--- src/rtl/bl_pkg.sv ---
package bl_pkg;
   typedef enum logic [1:0] {
      KIND_NORMAL = 2'b00,
      KIND_REPEAT = 2'b01,
      KIND_DIRECT = 2'b10
   } bl_kind_e;
endpackage

--- src/rtl/bl_turnaround.sv ---
// Bus-available pulse and the history chain behind it. The turnaround
// window spans GAP_LEN cycles after the pulse, centred on the release cycle.
module bl_turnaround #(
   parameter int unsigned GAP_LEN = 3
) (
   input  logic clk,
   input  logic rst_n,
   input  logic accept_i,
   output logic avail_o,
   output logic capture_o,
   output logic drive_o,
   output logic busy_o
);
   localparam int unsigned CENTRE = (GAP_LEN + 1) / 2;

   if (GAP_LEN < 3 || (GAP_LEN % 2) == 0) begin : g_bad_gap
      $error("bl_turnaround: GAP_LEN must be odd and at least 3");
   end

   logic               avail_q;
   logic [GAP_LEN:1]   hist_q;

   always_ff @(posedge clk) begin
      if (!rst_n) avail_q <= 1'b0;
      else        avail_q <= accept_i;
   end

   for (genvar i = 1; i <= GAP_LEN; i++) begin : g_hist
      if (i == 1) begin : g_head
         always_ff @(posedge clk) begin
            if (!rst_n) hist_q[i] <= 1'b0;
            else        hist_q[i] <= avail_q;
         end
      end else begin : g_tail
         always_ff @(posedge clk) begin
            if (!rst_n) hist_q[i] <= 1'b0;
            else        hist_q[i] <= hist_q[i-1];
         end
      end
   end

   assign avail_o   = avail_q;
   assign capture_o = hist_q[CENTRE];
   assign drive_o   = ~(|hist_q);
   assign busy_o    = avail_q | (|hist_q);
endmodule

--- src/rtl/bl_req_decode.sv ---
// Decodes the transfer-request strobe into normal, repeat or direct, and
// keeps the last requested channel for the repeat case.
module bl_req_decode
   import bl_pkg::*;
#(
   parameter int unsigned DATA_W      = 64,
   parameter int unsigned CHAN_W      = 2,
   parameter int unsigned DIRECT_CHAN = 2
) (
   input  logic              clk,
   input  logic              rst_n,
   input  logic              strobe_i,
   input  logic              rel_i,
   input  logic              capture_i,
   input  logic [DATA_W-1:0] word_i,
   output logic              valid_o,
   output logic [CHAN_W-1:0] chan_o,
   output logic [1:0]        kind_o,
   output logic [DATA_W-1:0] word_o
);
   localparam logic [CHAN_W-1:0] DIRECT_ID = CHAN_W'(DIRECT_CHAN);

   if (CHAN_W < 1 || DATA_W < CHAN_W) begin : g_bad_width
      $error("bl_req_decode: channel field must fit in the data word");
   end
   if (DIRECT_CHAN >= (1 << CHAN_W)) begin : g_bad_direct
      $error("bl_req_decode: DIRECT_CHAN out of channel range");
   end

   logic [CHAN_W-1:0] last_q;
   logic [CHAN_W-1:0] nxt_chan;
   bl_kind_e          nxt_kind;
   logic [DATA_W-1:0] nxt_word;
   logic              upd_last;

   always_comb begin
      nxt_word = '0;
      upd_last = 1'b0;
      if (capture_i) begin
         nxt_kind = KIND_NORMAL;
         nxt_chan = word_i[CHAN_W-1:0];
         nxt_word = word_i;
         upd_last = strobe_i;
      end else if (rel_i) begin
         nxt_kind = KIND_DIRECT;
         nxt_chan = DIRECT_ID;
         upd_last = strobe_i;
      end else begin
         nxt_kind = KIND_REPEAT;
         nxt_chan = last_q;
      end
   end

   always_ff @(posedge clk) begin
      if (!rst_n) begin
         last_q  <= '0;
         valid_o <= 1'b0;
         chan_o  <= '0;
         kind_o  <= KIND_NORMAL;
         word_o  <= '0;
      end else begin
         valid_o <= strobe_i;
         if (upd_last) last_q <= nxt_chan;
         if (strobe_i) begin
            chan_o <= nxt_chan;
            kind_o <= nxt_kind;
            word_o <= nxt_word;
         end else begin
            chan_o <= '0;
            kind_o <= KIND_NORMAL;
            word_o <= '0;
         end
      end
   end
endmodule

--- src/rtl/bus_loan_ctrl.sv ---
module bus_loan_ctrl #(
   parameter int unsigned DATA_W      = 64,
   parameter int unsigned CHAN_W      = 2,
   parameter int unsigned DIRECT_CHAN = 2,
   parameter int unsigned GAP_LEN     = 3
) (
   input  logic              clk,
   input  logic              rst_n,
   input  logic              rel_req_i,
   input  logic              xfer_req_i,
   input  logic [DATA_W-1:0] data_i,
   output logic              bus_avail_o,
   output logic              data_oe_o,
   output logic              req_valid_o,
   output logic [CHAN_W-1:0] req_chan_o,
   output logic [1:0]        req_kind_o,
   output logic [DATA_W-1:0] req_word_o
);
   logic busy;
   logic capture;
   logic accept;

   // A release request together with the strobe is a direct request,
   // not a bus loan.
   assign accept = rel_req_i & ~xfer_req_i & ~busy;

   bl_turnaround #(.GAP_LEN(GAP_LEN)) turn_i (
      .clk       (clk),
      .rst_n     (rst_n),
      .accept_i  (accept),
      .avail_o   (bus_avail_o),
      .capture_o (capture),
      .drive_o   (data_oe_o),
      .busy_o    (busy)
   );

   bl_req_decode #(
      .DATA_W      (DATA_W),
      .CHAN_W      (CHAN_W),
      .DIRECT_CHAN (DIRECT_CHAN)
   ) dec_i (
      .clk       (clk),
      .rst_n     (rst_n),
      .strobe_i  (xfer_req_i),
      .rel_i     (rel_req_i),
      .capture_i (capture),
      .word_i    (data_i),
      .valid_o   (req_valid_o),
      .chan_o    (req_chan_o),
      .kind_o    (req_kind_o),
      .word_o    (req_word_o)
   );
endmodule

--- config.mk ---
export PLATFORM = sky130hd
export DESIGN_NAME = bus_loan_ctrl
export DESIGN_NICKNAME = d
export VERILOG_FILES = /design/src/rtl/bl_pkg.sv /design/src/rtl/bl_turnaround.sv /design/src/rtl/bl_req_decode.sv /design/src/rtl/bus_loan_ctrl.sv
export SDC_FILE = /design/constraint.sdc
export NUM_CORES = 1
export LEC_CHECK = 0
export ABC_AREA = 0
export BUFFER_PORTS_ARGS = -buffer_cell sky130_fd_sc_hd__buf_2
export CORE_ASPECT_RATIO = 0.7
export CORE_MARGIN = 1
export CORE_UTILIZATION = 45
export DETAILED_ROUTE_END_ITERATION = 7
export GPL_ROUTABILITY_DRIVEN = 1
export PLACE_DENSITY = 0.83
export SYNTH_ARGS = -nofsm -noshare
export SYNTH_HDL_FRONTEND = slang
export SYNTH_HIERARCHICAL = 1
export SYNTH_SLANG_ARGS = --single-unit
--- constraint.sdc ---
create_clock -name clk -period 2.2 [get_ports clk]
set_input_delay 0.11 -clock clk [delete_from_list [all_inputs] [get_ports clk]]
set_output_delay 0.11 -clock clk [all_outputs]
set_load 0.01 [all_outputs]
# ---- Yosys cells after proc, flatten, opt, wreduce, memory -nomap -nowiden
# Cells that the tools add are included.
# Widths: inputs -> output; s select.
dict set report word_totals {
  inputBits 68
  reg_bits 75
}
dict set report classes {
  n_reduce_logical 4
  mux 5
  bitwise 7
}
# op n
set ops {}
lappend ops {{$mux 2} 3}
lappend ops {{$reduce_or 3->1} 2}
lappend ops {{$not 1->1} 4}
lappend ops {{$reduce_and 3->1} 1}
lappend ops {{$and 1x1->1} 2}
lappend ops {{$mux 1} 2}
lappend ops {{$reduce_and 2->1} 1}
lappend ops {{$or 1x1->1} 1}

# ---- Logic depth before layout (Yosys ltp)
# Gate-level depths: netlist (run 1).
dict set report depth {
  word_depth 4
  ltp_mapped 5
  ltp_nobuf 3
}

# ---- Cells and area by module
# The synthesis (run 1) kept the hierarchy.
# mod area_each_um2 cells_each seq_area_each_um2 n_inst
set by_module_without_submodules {}
lappend by_module_without_submodules {bl_req_decode 2133.3 159 1421.4 1}
lappend by_module_without_submodules {bl_turnaround 118.9 10 80.1 1}
lappend by_module_without_submodules {bus_loan_ctrl 12.5 1 0.0 1}

# ---- Worst setup path before layout (run 1)
# No wires, ideal clock.
dict set report synth_timing {
  path_kind {reg2reg}
  start {reg turn_i.hist_q (netlist bit turn_i/capture_o)}
  end {reg turn_i.avail_q, in the netlist turn_i/avail_o}
  arrival_ps 1078
  setup_slack_ps 1063
  period_less_slack_ps 1137
  setup_time_ps 59
  stages_incl_launch_ff 4
  path_cell_list {dfxtp_1 > or4_1 > nor3b_2 > and2_1}
}
dict set report synth_between {
  elab_chain_cells 4
}
# item line
set synth_lines {}
lappend synth_lines {{start: declaration} bl_turnaround.sv:21} ;# logic [GAP_LEN:1] hist_q;
lappend synth_lines {{start signal: indexed assignment} bl_turnaround.sv:37} ;# else hist_q[i] <= hist_q[i-1];
lappend synth_lines {{$reduce_or 3->1} bl_turnaround.sv:45} ;# assign busy_o = avail_q | (|hist_q);
lappend synth_lines {{$or 1x1->1} bl_turnaround.sv:45}
lappend synth_lines {{via busy} bus_loan_ctrl.sv:19} ;# logic busy;
lappend synth_lines {{$not 1->1} bus_loan_ctrl.sv:25} ;# assign accept = rel_req_i & ~xfer_req_i & ~busy;
lappend synth_lines {{$and 1x1->1} bus_loan_ctrl.sv:25}
lappend synth_lines {{via accept} bus_loan_ctrl.sv:21} ;# logic accept;
lappend synth_lines {{end signal: assignment} bl_turnaround.sv:25} ;# else avail_q <= accept_i;
lappend synth_lines {{end: declaration} bl_turnaround.sv:20} ;# logic avail_q;
# The timed path passes the listed nets, and every way through them passes these cells.
# A chain may end at the register's enable or synchronous reset.

# ---- Final worst setup path (run 1)
dict set report layout_timing {
  start {reg turn_i.hist_q (netlist bit turn_i/capture_o)}
  end {reg dec_i.word_o[22]}
}
dict set report layout_between {
  elab_chain_cells 1
}
# item line
set layout_lines {}
lappend layout_lines {{$reduce_and 3->1 (no source line)} --}
lappend layout_lines {{end signal: assignment} bl_req_decode.sv:67} ;# word_o <= nxt_word;
lappend layout_lines {{end: declaration} bl_req_decode.sv:19} ;# output logic [DATA_W-1:0] word_o
# Every way passes these cells.

==> run_results.csv, run 1 <==
group,metric,value,unit
finish,final_cell_mix,"138 x buf_2, 75 x dfxtp_1, 64 x dlygate4sd3_1",
synthesis,synth_nets,238,
critical_path,crit_fanout,63,
sta,hold_ws,0.06366,ns
finish,nNetsFinal,443,
routing,post_drt_wl_per_cell,12.43,um
floorplanning,start_util,47.10,%
cts,cts_buffers,9,
cts,post_cts_resized,0,
cts,cts_setup_buffers,0,
routing,dr.pass1.iters,4,
run,cap_violations,0,
run_status,status,"completed",
sta,fin_crit_sh,66.83,%
grt,grt_pass1_wl,8.059,mm
critical_path,path_depth,2,
cts,htreeDepth,3,
floorplanning,die_area,5325,um2
synthesis,synthCells,170,
placement,gp_congestion,0.7027,
floorplanning,boundaryPins,139,
sta,relSlewSlack,61.19,%
cts,cts_sinks,75,
sta,setup_ws,0.7297,ns
critical_path,critPathRequiredTime,2.48,ns
synthesis,synth_area,2265,um2
grt,grt_pass1_vias,1805,
pwr,worst_ir_drop_vdd,0.5501,mV
cts,cts_tree,"yes",
synthesis,ys_seq_area_share,66.30,%
routing,drtAntennaViolNets,0,
cts,clkLatencyLatePin,0.33,ns
grt,grt_usage,20.90,%
floorplanning,std_cell_rows,21,
floorplanning,die_height,61.36,um
routing,wl,5.580,mm
routing,drtIter0Drc,34,
sta,finalSetupTns,0,ns
sta,skew,0.005351,ns
synthesis,ys_ff_latch,75,
critical_path,cp_slowest_cell,"and3_4",
finish,antenna_cells,0,
cts,clkTransAtPathRegs,0.07,ns
sta,fin_crit,1.470,ns
grt,grt_max_degree,64,
routing,detail_route.vias_per_cell,4.187,
finish,area_growth,66.96,%
placement,dp_slack,0.7390,ns
finish,drive_gt1_share,51.84,%
cts,cts_hold_buf,64,
sta,rsz0062_at_grt,"false",
placement,dp_hpwl,2.922,mm
critical_path,worstSetupEndpointType,"register",
finish,final_common_cell,"buf_2",
critical_path,path_delay_family,"simple AND/OR/NAND/NOR gates",
critical_path,reg2reg_depth,2,
hold_path,min_path_cells,3,
sta,tightestPinTransition,0.5822,ns
placement,portBuffers,138,
critical_path,path_cells,"and3_4 > and2_4",
critical_path,cp_num_buf_inv,0,
critical_path,startpoint_type,"register",
finish,fin_util,78.64,%
synthesis,synth.avg_cell_area,13.32,um2
grt,grt_overflow,0,
routing,vias,1880,
sta,slew_violations,0,
sta,finalSetupViolations,0,
grt,antenna_found_initial,0,
critical_path,cp.arrival,1.75,ns
hold_path,worstHoldPathType,"in2reg",
sta,hold_viol,0,
synthesis,ys_warn_count,6,
floorplanning,fp.dieW,86.79,um
critical_path,slowest_delay,0.64,ns
critical_path,worstSetupPathType,"reg2reg",
synthesis,synth_cell_types,22,
cts,clockRootBuffer,"clkbuf_8",
pwr,p_leak,0.001946,uW
cts,clockBufferDepth,2,
routing,route.detailed.drc,0,
pwr,power.density,696.4,nW/um2
floorplanning,core_area,4808,um2
sta,fmax,0.6801,GHz
==> synth_stat cells (all sizes together) <==
cell type | number | area (um2)
dfxtp | 75 | 1501
and2 | 67 | 520.5
buf | 8 | 113.9
nor3 | 4 | 20.02
nand2 | 3 | 11.26
nor3b | 2 | 20.02
a21oi | 1 | 5.000
and3 | 1 | 11.26
inv | 1 | 3.750
nand3b | 1 | 7.510
nor2 | 1 | 3.750
nor2b | 1 | 6.260
o211a | 1 | 10.01
o21a | 1 | 7.510
o22ai | 1 | 6.260
or3b | 1 | 8.760
or4 | 1 | 7.510
==> sequential cells by signal, summed over array words and instances, names as in the netlist <==
signal,flops
dec_i/valid_o,1
turn_i/avail_o,1
dec_i/chan_o,2
turn_i/hist_q,2
dec_i/word_o,64
turn_i/capture_o,1
dec_i/kind_o,2
dec_i/last_q,2
==> worst reg2reg max path, delay by kind of cell (launching register included) <==
kind	cells	cell delay (ns)
flops	1	0.52
simple gates	2	0.90
==> through the flow <==
step,cells,area (um2),total power [uW]
floorplan,170,2265,1426
global placement,369,2928,1494
detailed placement,369,2928,1494
CTS,449,3781,2654
global route,449,3781,2739
finish,449,3781,2633
==> cells by family after synthesis <==
logic type	count (synthesis)	synth area share [%]
and+or+nand+nor	82	27.24
DFF	75	66.30
buffers and inverters	9	5.193
AOI/OAI and AO/OA	4	1.271
==> routing by layer <==
| layer | share of wire [%] | GRT usage (%) |
|---|---|---|
| met1 | 38 | 20.27 |
| met2 | 54 | 39.60 |
| met4 | 0.91 | 10.95 |
| met3 | 7.1 | 8.311 |
| met5 | 0 | 0 |
==> path summary, 6_finish.rpt <==
| kind | from | endpoint | slack, ns |
|---|---|---|---|
| max reg2reg | turn_i/capture_o$_SDFF_PN0_ | dec_i/word_o[22]$_SDFF_PN0_ | 0.73 |
| min | data_i[0] | dec_i/word_o[0]$_SDFF_PN0_ | 0.06 |
| max | turn_i/capture_o$_SDFF_PN0_ | dec_i/word_o[22]$_SDFF_PN0_ | 0.73 |
| min reg2reg | dec_i/last_q[0]$_SDFFE_PN0P_ | dec_i/last_q[0]$_SDFFE_PN0P_ | 0.45 |
==> cell type report <==
cell class | count | area (um2)
Clock buffer | 12 | 165.2
Multi-Input combinational cell | 86 | 645.6
Clock inverter | 4 | 47.55
Fill cell | 305 | 1027
Timing Repair Buffer | 202 | 1331
Sequential cell | 75 | 1501
Inverter | 1 | 3.754
Tap cell | 69 | 86.33
==> power breakdown <==
part / internal [uW] / leakage [uW] / total [uW] / switching (uW)
clock network: 613 / 0.000108 / 1080 / 462
registers: 1370 / 0.000605 / 1370 / 4.11
logic: 132 / 0.00123 / 187 / 54.8
(Power assumes the default switching activity.)
==> run 2, diff against run 1 <==
--- a/config.mk
+++ b/config.mk
@@ -9,10 +9,10 @@
 export BUFFER_PORTS_ARGS = -buffer_cell sky130_fd_sc_hd__buf_2
 export CORE_ASPECT_RATIO = 0.7
 export CORE_MARGIN = 1
-export CORE_UTILIZATION = 45
+export CORE_UTILIZATION = 38
 export DETAILED_ROUTE_END_ITERATION = 7
 export GPL_ROUTABILITY_DRIVEN = 1
-export PLACE_DENSITY = 0.83
+export PLACE_DENSITY = 0.75
 export SYNTH_ARGS = -nofsm -noshare
 export SYNTH_HDL_FRONTEND = slang
 export SYNTH_HIERARCHICAL = 1
==> constraint.sdc (replaced) <==
create_clock -name clk -period 1.25 [get_ports clk]
set_input_delay 0.0625 -clock clk [delete_from_list [all_inputs] [get_ports clk]]
set_output_delay 0.0625 -clock clk [all_outputs]
set_load 0.01 [all_outputs]
==> run 2 against run 1 <==
Against the previous run:
- routed wire length rose by 3.4%
- design area rose by 2.3%
- first-iteration DRC count rose by 12%
- sequential power rose by 76%
- fmax rose by 24%
- final cell count rose by 2.2%
- core utilization fell by 11 points
- largest cell class unchanged
- critical path depth rose by 1
- clock power rose by 90%
- via count rose by 0.37%
- sequential cell count did not move
- global-route usage fell by 2.5 points
==> run_results.csv, run 2 (same netlist as run 1, synthesis figures left out) <==
group,metric,value,unit
hold_path,min_path_cells,2,
routing,wl,5.772,mm
grt,grt_pass1_wl,8.521,mm
cts,htreeDepth,3,
routing,route.detailed.drc,0,
finish,antenna_cells,0,
routing,drtAntennaViolNets,0,
sta,relSlewSlack,85.34,%
routing,vias,1887,
critical_path,startpoint_type,"register",
critical_path,slowest_delay,0.53,ns
critical_path,path_cells,"or4_1 > nor3b_2 > and2_1",
critical_path,r2r-start,"turn_i/hist_q[1]$_SDFF_PN0_",
pwr,worst_ir_drop_vdd,0.6632,mV
sta,hold_viol,0,
grt,grt_usage,18.45,%
sta,finalSetupViolations,0,
sta,slew_violations,0,
run_status,status,"completed",
floorplanning,start_util,39.55,%
cts,cts_tree,"yes",
pwr,p_leak,0.001974,uW
critical_path,worstSetupEndpointType,"register",
sta,tightestPinTransition,0.2193,ns
cts,clockRootBuffer,"clkbuf_8",
cts,cts_sinks,75,
finish,final_cell_mix,"138 x buf_2, 75 x dfxtp_1, 65 x dlygate4sd3_1",
finish,nNetsFinal,447,
sta,skew,0.006599,ns
finish,largest_reg_flops,64,
floorplanning,fp.dieW,94.27,um
sta,fin_crit,1.187,ns
cts,clkTransAtPathRegs,0.07,ns
grt,antenna_found_initial,0,
critical_path,r2r_end,"turn_i/avail_o$_SDFF_PN0_",
floorplanning,boundaryPins,139,
grt,grt_overflow,0,
finish,drive_gt1_share,52.34,%
sta,rsz0062_at_grt,"false",
hold_path,holdCritStartpoint,"rst_n",
routing,post_drt_wl_per_cell,12.58,um
hold_path,hold_end,"dec_i/last_q[1]$_SDFFE_PN0P_",
placement,portBuffers,138,
pwr,power.density,1239,nW/um2
routing,dr.pass1.iters,4,
routing,detail_route.vias_per_cell,4.111,
placement,gp_congestion,0.6710,
finish,area_growth,70.83,%
critical_path,worstSetupPathType,"reg2reg",
run,cap_violations,0,
sta,fin_crit_sh,94.99,%
grt,grt_max_degree,33,
critical_path,crit_fanout,3,
finish,final_common_cell,"buf_2",
floorplanning,die_area,6277,um2
floorplanning,std_cell_rows,23,
routing,drtIter0Drc,38,
critical_path,critPathRequiredTime,1.53,ns
cts,cts_setup_buffers,0,
critical_path,cp.arrival,1.47,ns
critical_path,ff2ff_setup_slack,0.06,ns
critical_path,reg2reg_depth,3,
cts,clockBufferDepth,2,
placement,dp_hpwl,3.227,mm
placement,placed_area,2983,um2
finish,largest-register,"dec_i/word_o",
hold_path,worstHoldPathType,"in2reg",
grt,grt_pass1_vias,1797,
floorplanning,die_height,66.59,um
critical_path,cp_slowest_cell,"or4_1",
cts,clkLatencyLatePin,0.34,ns
sta,finalSetupTns,0,ns
floorplanning,core_area,5727,um2
sta,fmax,0.8422,GHz
cts,cts_buffers,9,
finish,final_area,3869,um2
==> run 2: cell types whose count changed in the layout (fill, tap and decap cells not counted), sizes merged <==
cell         before  now
clkinvlp          1    2
dlygate4sd3      64   65
clkbuf           12   10
buf             138  141
bufinv            1    2
==> run 2: cell type report <==
type	count	area, um2
Clock buffer	10	137.6
Clock inverter	6	88.84
Fill cell	437	1858
Inverter	1	3.754
Multi-Input combinational cell	86	650.6
Sequential cell	75	1501
Tap cell	75	93.84
Timing Repair Buffer	206	1393
==> run 2: metrics by stage <==
stage               setup WS, ns  utilization (%)  hold slack (ns)  power [uW]  cells
finish                   0.06265            67.56          0.02513        4793    459
global route             0.01271            67.56          0.01989        4993    459
CTS                      0.01272            67.40         0.002857        4845    459
detailed placement       0.07971            52.09           0.2651        2633    378
global placement         0.09963            52.09           0.2612        2632    378
floorplan                 0.1134                -           0.1412        2510    170
==> run 2: how the worst max path moves through the flow <==
| stage | start | endpoint | slack, ns | cells past startpoint |
|---|---|---|---|---|
| finish | turn_i/hist_q[1]$_SDFF_PN0_ | turn_i/avail_o$_SDFF_PN0_ | 0.06 | 3 |
| detailed placement | turn_i/hist_q[1]$_SDFF_PN0_ | turn_i/avail_o$_SDFF_PN0_ | 0.08 | 3 |
| CTS | turn_i/capture_o$_SDFF_PN0_ | data_oe_o | 0.01 | 3 |
| floorplan | turn_i/capture_o$_SDFF_PN0_ | turn_i/avail_o$_SDFF_PN0_ | 0.11 | 3 |
| global placement | turn_i/hist_q[1]$_SDFF_PN0_ | turn_i/avail_o$_SDFF_PN0_ | 0.1 | 3 |
| global route | turn_i/capture_o$_SDFF_PN0_ | data_oe_o | 0.01 | 3 |
==> run 2: report_power, final <==
group          leakage, uW  total (uW)  internal, uW  switching [uW]
sequential        0.000605        2410          2410            6.55
combinational      0.00126         334           237            97.4
clock             0.000108        2050          1180             870
==> run 2: timing repair <==
action / in CTS / in global routing
endpoints found under the setup margin: 0 / 1
endpoints found under the hold margin: 66 / 0
hold buffers: 65 / 0
resized for setup: 0 / 2
==> run 2: critical path, delay by kind of cell, from the launching register on <==
kind	cells	cell delay [ns]
AND/OR/NAND/NOR	3	0.80
flip-flops	1	0.33
==> run 2: per-layer routing <==
metal / vias to the layer above / global-route usage, % / wire [um]
li1: 941 / - / -
met5: - / 0 / 0
met4: 0 / 5.192 / 73
met2: 90 / 31.61 / 2733
met3: 7 / 9.589 / 564
met1: 849 / 19.92 / 2400
